==> config.mk <==
export PLATFORM = sky130hd
export DESIGN_NAME = hs_pulse_encoder
export DESIGN_NICKNAME = d
export VERILOG_FILES = /design/src/rtl/hs_pulse_pkg.sv /design/src/rtl/hs_level_sync.sv /design/src/rtl/hs_cmd_tracker.sv /design/src/rtl/hs_train_gen.sv /design/src/rtl/hs_pulse_encoder.sv
export SDC_FILE = /design/constraint.sdc
export NUM_CORES = 1
export LEC_CHECK = 0
export ABC_AREA = 0
export BUFFER_PORTS_ARGS = -buffer_cell sky130_fd_sc_hd__buf_2
export CAP_MARGIN = 20
export CORE_AREA = 2 2 39 41
export DETAILED_ROUTE_END_ITERATION = 8
export DIE_AREA = 0 0 41 43
export PLACE_DENSITY = 0.74
export SLEW_MARGIN = 10
export SYNTH_ARGS = -nofsm -noshare
export SYNTH_HDL_FRONTEND = slang
export SYNTH_SLANG_ARGS = --single-unit
==> constraint.sdc <==
create_clock -name clk -period 1.9 [get_ports clk]
set_input_delay 0.285 -clock clk [delete_from_list [all_inputs] [get_ports clk]]
set_output_delay 0.285 -clock clk [all_outputs]
set_load 0.01 [all_outputs]
==> src/rtl/hs_pulse_pkg.sv <==
package hs_pulse_pkg;
  typedef enum logic [1:0] {
    PH_IDLE = 2'd0,
    PH_HIGH = 2'd1,
    PH_LOW  = 2'd2
  } phase_t;

  localparam int unsigned ON_TRAIN_PULSES  = 2;
  localparam int unsigned OFF_TRAIN_PULSES = 1;
  localparam int unsigned LEFT_W           = 2;
endpackage

==> src/rtl/hs_level_sync.sv <==
module hs_level_sync #(
  parameter int unsigned STAGES  = 2,
  parameter logic        RST_VAL = 1'b1
) (
  input  logic clk,
  input  logic rst,
  input  logic din,
  output logic dout
);
  logic [STAGES-1:0] chain;

  generate
    for (genvar i = 0; i < STAGES; i++) begin : g_stage
      if (i == 0) begin : g_first
        always_ff @(posedge clk) begin
          if (rst) chain[0] <= RST_VAL;
          else     chain[0] <= din;
        end
      end else begin : g_next
        always_ff @(posedge clk) begin
          if (rst) chain[i] <= RST_VAL;
          else     chain[i] <= chain[i-1];
        end
      end
    end
  endgenerate

  assign dout = chain[STAGES-1];
endmodule

==> src/rtl/hs_cmd_tracker.sv <==
module hs_cmd_tracker (
  input  logic clk,
  input  logic rst,
  input  logic enable,
  input  logic req_n_sync,
  input  logic train_busy,
  output logic start,
  output logic start_on
);
  logic want_on;
  logic sent_on;

  assign want_on  = ~req_n_sync;
  assign start    = enable & ~train_busy & (want_on != sent_on);
  assign start_on = want_on;

  always_ff @(posedge clk) begin
    if (rst)          sent_on <= 1'b0;
    else if (!enable) sent_on <= want_on;
    else if (start)   sent_on <= want_on;
  end
endmodule

==> src/rtl/hs_train_gen.sv <==
module hs_train_gen
  import hs_pulse_pkg::*;
#(
  parameter int unsigned PULSE_CYC = 4,
  parameter int unsigned GAP_CYC   = 4
) (
  input  logic clk,
  input  logic rst,
  input  logic enable,
  input  logic start,
  input  logic start_on,
  output logic on_o,
  output logic off_o,
  output logic busy_o
);
  localparam int unsigned MAX_CYC = (PULSE_CYC > GAP_CYC) ? PULSE_CYC : GAP_CYC;
  localparam int unsigned CNT_W   = (MAX_CYC > 1) ? $clog2(MAX_CYC) : 1;
  localparam logic [CNT_W-1:0] HIGH_LAST = CNT_W'(PULSE_CYC - 1);
  localparam logic [CNT_W-1:0] LOW_LAST  = CNT_W'(GAP_CYC - 1);
  localparam logic [LEFT_W-1:0] ON_LEFT  = LEFT_W'(ON_TRAIN_PULSES - 1);
  localparam logic [LEFT_W-1:0] OFF_LEFT = LEFT_W'(OFF_TRAIN_PULSES - 1);

  phase_t            phase_q, phase_d;
  logic [CNT_W-1:0]  cnt_q, cnt_d;
  logic [LEFT_W-1:0] left_q, left_d;
  logic              kind_on_q, kind_on_d;

  always_comb begin
    phase_d   = phase_q;
    cnt_d     = cnt_q;
    left_d    = left_q;
    kind_on_d = kind_on_q;
    if (!enable) begin
      phase_d = PH_IDLE;
      cnt_d   = '0;
      left_d  = '0;
    end else begin
      unique case (phase_q)
        PH_IDLE: begin
          if (start) begin
            phase_d   = PH_HIGH;
            cnt_d     = '0;
            kind_on_d = start_on;
            left_d    = start_on ? ON_LEFT : OFF_LEFT;
          end
        end
        PH_HIGH: begin
          if (cnt_q == HIGH_LAST) begin
            phase_d = PH_LOW;
            cnt_d   = '0;
          end else begin
            cnt_d = cnt_q + 1'b1;
          end
        end
        PH_LOW: begin
          if (cnt_q == LOW_LAST) begin
            cnt_d = '0;
            if (left_q == '0) begin
              phase_d = PH_IDLE;
            end else begin
              phase_d = PH_HIGH;
              left_d  = left_q - 1'b1;
            end
          end else begin
            cnt_d = cnt_q + 1'b1;
          end
        end
        default: phase_d = PH_IDLE;
      endcase
    end
  end

  always_ff @(posedge clk) begin
    if (rst) begin
      phase_q   <= PH_IDLE;
      cnt_q     <= '0;
      left_q    <= '0;
      kind_on_q <= 1'b0;
      on_o      <= 1'b0;
      off_o     <= 1'b0;
      busy_o    <= 1'b0;
    end else begin
      phase_q   <= phase_d;
      cnt_q     <= cnt_d;
      left_q    <= left_d;
      kind_on_q <= kind_on_d;
      on_o      <= (phase_d == PH_HIGH) &  kind_on_d;
      off_o     <= (phase_d == PH_HIGH) & ~kind_on_d;
      busy_o    <= (phase_d != PH_IDLE);
    end
  end
endmodule

==> src/rtl/hs_pulse_encoder.sv <==
module hs_pulse_encoder #(
  parameter int unsigned PULSE_CYC   = 4,
  parameter int unsigned GAP_CYC     = 4,
  parameter int unsigned SYNC_STAGES = 2
) (
  input  logic clk,
  input  logic rst,
  input  logic req_n,
  input  logic uv_ok,
  output logic on_pulse,
  output logic off_pulse,
  output logic busy
);
  logic req_n_s;
  logic start;
  logic start_on;

  hs_level_sync #(
    .STAGES  (SYNC_STAGES),
    .RST_VAL (1'b1)
  ) u_sync (
    .clk  (clk),
    .rst  (rst),
    .din  (req_n),
    .dout (req_n_s)
  );

  hs_cmd_tracker u_track (
    .clk        (clk),
    .rst        (rst),
    .enable     (uv_ok),
    .req_n_sync (req_n_s),
    .train_busy (busy),
    .start      (start),
    .start_on   (start_on)
  );

  hs_train_gen #(
    .PULSE_CYC (PULSE_CYC),
    .GAP_CYC   (GAP_CYC)
  ) u_gen (
    .clk      (clk),
    .rst      (rst),
    .enable   (uv_ok),
    .start    (start),
    .start_on (start_on),
    .on_o     (on_pulse),
    .off_o    (off_pulse),
    .busy_o   (busy)
  );
endmodule

==> summary.md <==
| Metric | Value |
|---|---|
| Status | `completed` |
| Die width | `41 um` |
| Prevailing post-synth register cell | `dfxtp_1` |
| GP Congestion | `~0.81` |
| Critical path capture point type | `flip-flop` |
| Syn_area_per_cell | `9.10 um^2` |
| Syn Nets | `between 80 and 90` |
| PwrDens | `628 nW/um^2` |
| Worst hold slack | `0.195 ns` |
| Share of cells above drive strength 1 | `17.6%` |
| Fin cells | `101` |
| DR vias | `529` |
| Peak supply drop | `549 uV` |
| Dpl cell area | `731 um^2` |
| Detail Route Antenna Nets | `0` |
| Final WL | `1110 um` |
| H-tree depth | `1` |
| RSZ-0062 raised after global routing | `no` |
| Clock share of power | `34.3%` |
| Combinational share of power | `6.8%` |
| Number of synthesized flops with an enable pin | `0` |
| CTS tree | `built` |
| #FFs+latches synth | `13` |
| DR DRC count | `0` |
| Hold-fix buffers, CTS | `0` |
| Fin crit period | `1.61 ns` |
| Initial core utilization | `between 50% and 60%` |
| Most instantiated library cell after synthesis | `dfxtp_1` |
| Max Freq | `0.620 GHz` |
| Initial antenna violation count | `0` |
| Post-CTS resize count | `0` |
| Rel. slew slack | `71.1%` |
| Hold Violations, Final | `0` |
| DIE HEIGHT | `approximately 43 um` |
| Most frequent cells after synthesis | `13 x dfxtp_1, 7 x ha_1, 7 x inv_1` |
| Gate Count Post-Synth | `76` |
| Placed cell count | `97` |
| Setup TNS | `0 ns` |
| Max clock buf depth | `2` |
| Clock Latency Late Sink | `0.27 ns` |
| CP Class | `reg -> reg` |
| TritonRoute pass-1 iters | `4` |
| Nets | `97` |
| Clock Pin Slew Worst Setup and Hold Paths | `0.08 ns` |
| Post-detail-place hpwl | `861 um` |
| Tot Pwr | `0.476 mW` |
| Max-cap viol count | `0` |
| WP data arrival | `between 1.5 and 2 ns` |
| Top-area cell type share of the netlist area | `37.6%` |
| Gr ovfl total | `0` |
| Worst hold path type | `in -> reg` |
| Clk sinks | `13` |
| Io pins | `7` |
| Die Footprint | `1760 um^2` |
| Met1 Routed Length | `555 um` |
| Post-synthesis mux area share | `under 10%` |
| Final setup fails | `0` |
| Final WS setup | `0.287 ns` |
| Int Power | `0.372 mW` |
| Sequential share of power | `between 50% and 60%` |
| Pre-CTS WS | `0.308 ns` |
| Cell area after synthesis | `692 um^2` |
| Fin area | `757 um^2` |
| ANT cells | `0` |
| CP Max Fanout | `5` |
| Psw | `0.103 mW` |
| Max Used Layer | `met3` |
| Post-synthesis cell type count | `30` |
| CORE AREA | `between 1000 and 1500 um^2` |
| Met2 WL | `493 um` |
| Slew Viols, Final | `0` |
| Compound-cell area share of the yosys netlist | `a little under a fifth` |
| DR iter-0 viols | `10` |
| Post-synth top area cell | `dfxtp_1` |
| Total CTS buffers | `3` |
| P_leak | `0.319 nW` |
| CP Launch Type | `flip-flop` |
| Clock Skew | `0.00686 ns` |
| Largest family of logic cells by synthesized area | `simple AND/OR/NAND/NOR gates` |
| Largest net degree at the start of global routing | `8` |
| GRT Util Overall | `15.2%` |
| Routed WL per cell | `11.0 um` |
| Synth-to-layout area growth | `9.40%` |
| WL met3 | `61 um` |
| Simple-Gate Fraction of Synth Area | `22.2%` |
| Filler Cell Count | `125` |
| First-pass GRT wire length | `1830 um` |
| Final core occ | `54.7%` |
| Vias in the first global route | `453` |
| Setup repair bufs after CTS | `0` |
| # rows | `14` |
| Final Cycle Share | `84.9%` |
| IO Port Bufs | `6` |
| Largest cells by area after synthesis | `dfxtp_1 38%, ha_1 13%, inv_1 3.8%` |
| Register area share after synthesis | `37.6%` |
| Synth warnings | `0` |
| Via density | `between 5 and 6` |
| Adder-Cell Fraction of Synth Area | `12.7%` |
| Fraction of synthesized cell area in xor and xnor cells | `under 10%` |
| WP data required | `2.10 ns` |
| Asr flop ratio synth | `0%` |
| Sw frac | `21.7%` |
| CTS root buf | `clkbuf_4` |
| Transition time at the pin with the least slew margin | `0.433 ns` |
-- power groups by stage --
stage                     logic (mW)  registers, mW  clock network [mW]
after CTS                     0.0325          0.280               0.173
after detailed placement      0.0322          0.286                   0
final                         0.0323          0.280               0.163
after floorplan               0.0241          0.286                   0
after global routing          0.0359          0.281               0.184
after global placement        0.0321          0.286                   0
-- state kept, by name (all words and copies together), names as in the netlist --
register	count
u_gen.on_o	1
u_gen.cnt_q	2
u_gen.kind_on_q	1
u_sync.chain	1
u_gen.left_q	2
u_gen.off_o	1
u_sync.dout	1
u_track.sent_on	1
u_gen.phase_q	2
u_gen.busy_o	1
-- layout by cell type (no fill, tap or decap) --
cell type and n:
a211oi_1 1, a21boi_1 1, a21o_1 1, a21oi_1 5
a31o_1 1, a31oi_1 1, and2_1 1, and3_1 1
buf_2 6, clkbuf_1 1, clkbuf_4 3, dfxtp_1 13
ha_1 7, inv_1 7, inv_2 1, mux2i_2 1
nand2_1 4, nand2b_1 4, nand4_1 1, nor2_1 5
nor2b_1 3, nor3_1 2, nor3b_1 1, o21a_1 1
o21ai_0 3, o2bb2ai_1 1, o31ai_4 1, o41a_1 1
or2_2 3, or3_1 1, or4_1 2, xnor2_1 1
-- metal layers --
layer / GRT usage [%] / up-vias
met5: 0 / -
met2: 21.3 / 12
met3: 9.42 / 0
li1: - / 280
met4: 2.00 / 0
met1: 20.3 / 237
-- path summary, 6_finish.rpt --
| check | cells past startpoint | endpoint | from | slack [ns] |
|---|---|---|---|---|
| min reg2reg | 1 | u_sync.dout | u_sync.chain[0] | 0.43 |
| min | 2 | u_sync.chain[0] | req_n | 0.19 |
| max | 5 | u_gen.off_o | u_gen.phase_q[0] | 0.29 |
| max reg2reg | 5 | u_gen.off_o | u_gen.phase_q[0] | 0.29 |
-- worst max-delay path, cell delays in order, from the launching register on --
cell and delay, ns:
dfxtp_1 0.36, inv_1 0.09, ha_1 0.21, and3_1 0.35, mux2i_2 0.32, nor3b_1 0.21
-- cells by family after synthesis --
logic type / after synthesis
and+or+nand+nor: 28
AOI/OAI and AO/OA: 17
DFF: 13
buffers and inverters: 9
adders and majority gates: 7
xor gates and xnor gates: 1
muxes: 1
-- area by class of cell --
cell class / count / area (um^2) / area share [%]
timing repair buffer: 6 / 30.0 / 3.97
inverter: 8 / 30.0 / 3.97
tap: 16 / 20.0 / 2.64
clock buffer: 4 / 26.3 / 3.47
multi-input combinational: 54 / 390 / 51.6
sequential: 13 / 260 / 34.4
No activity file was read; power rests on OpenSTA's default activity.
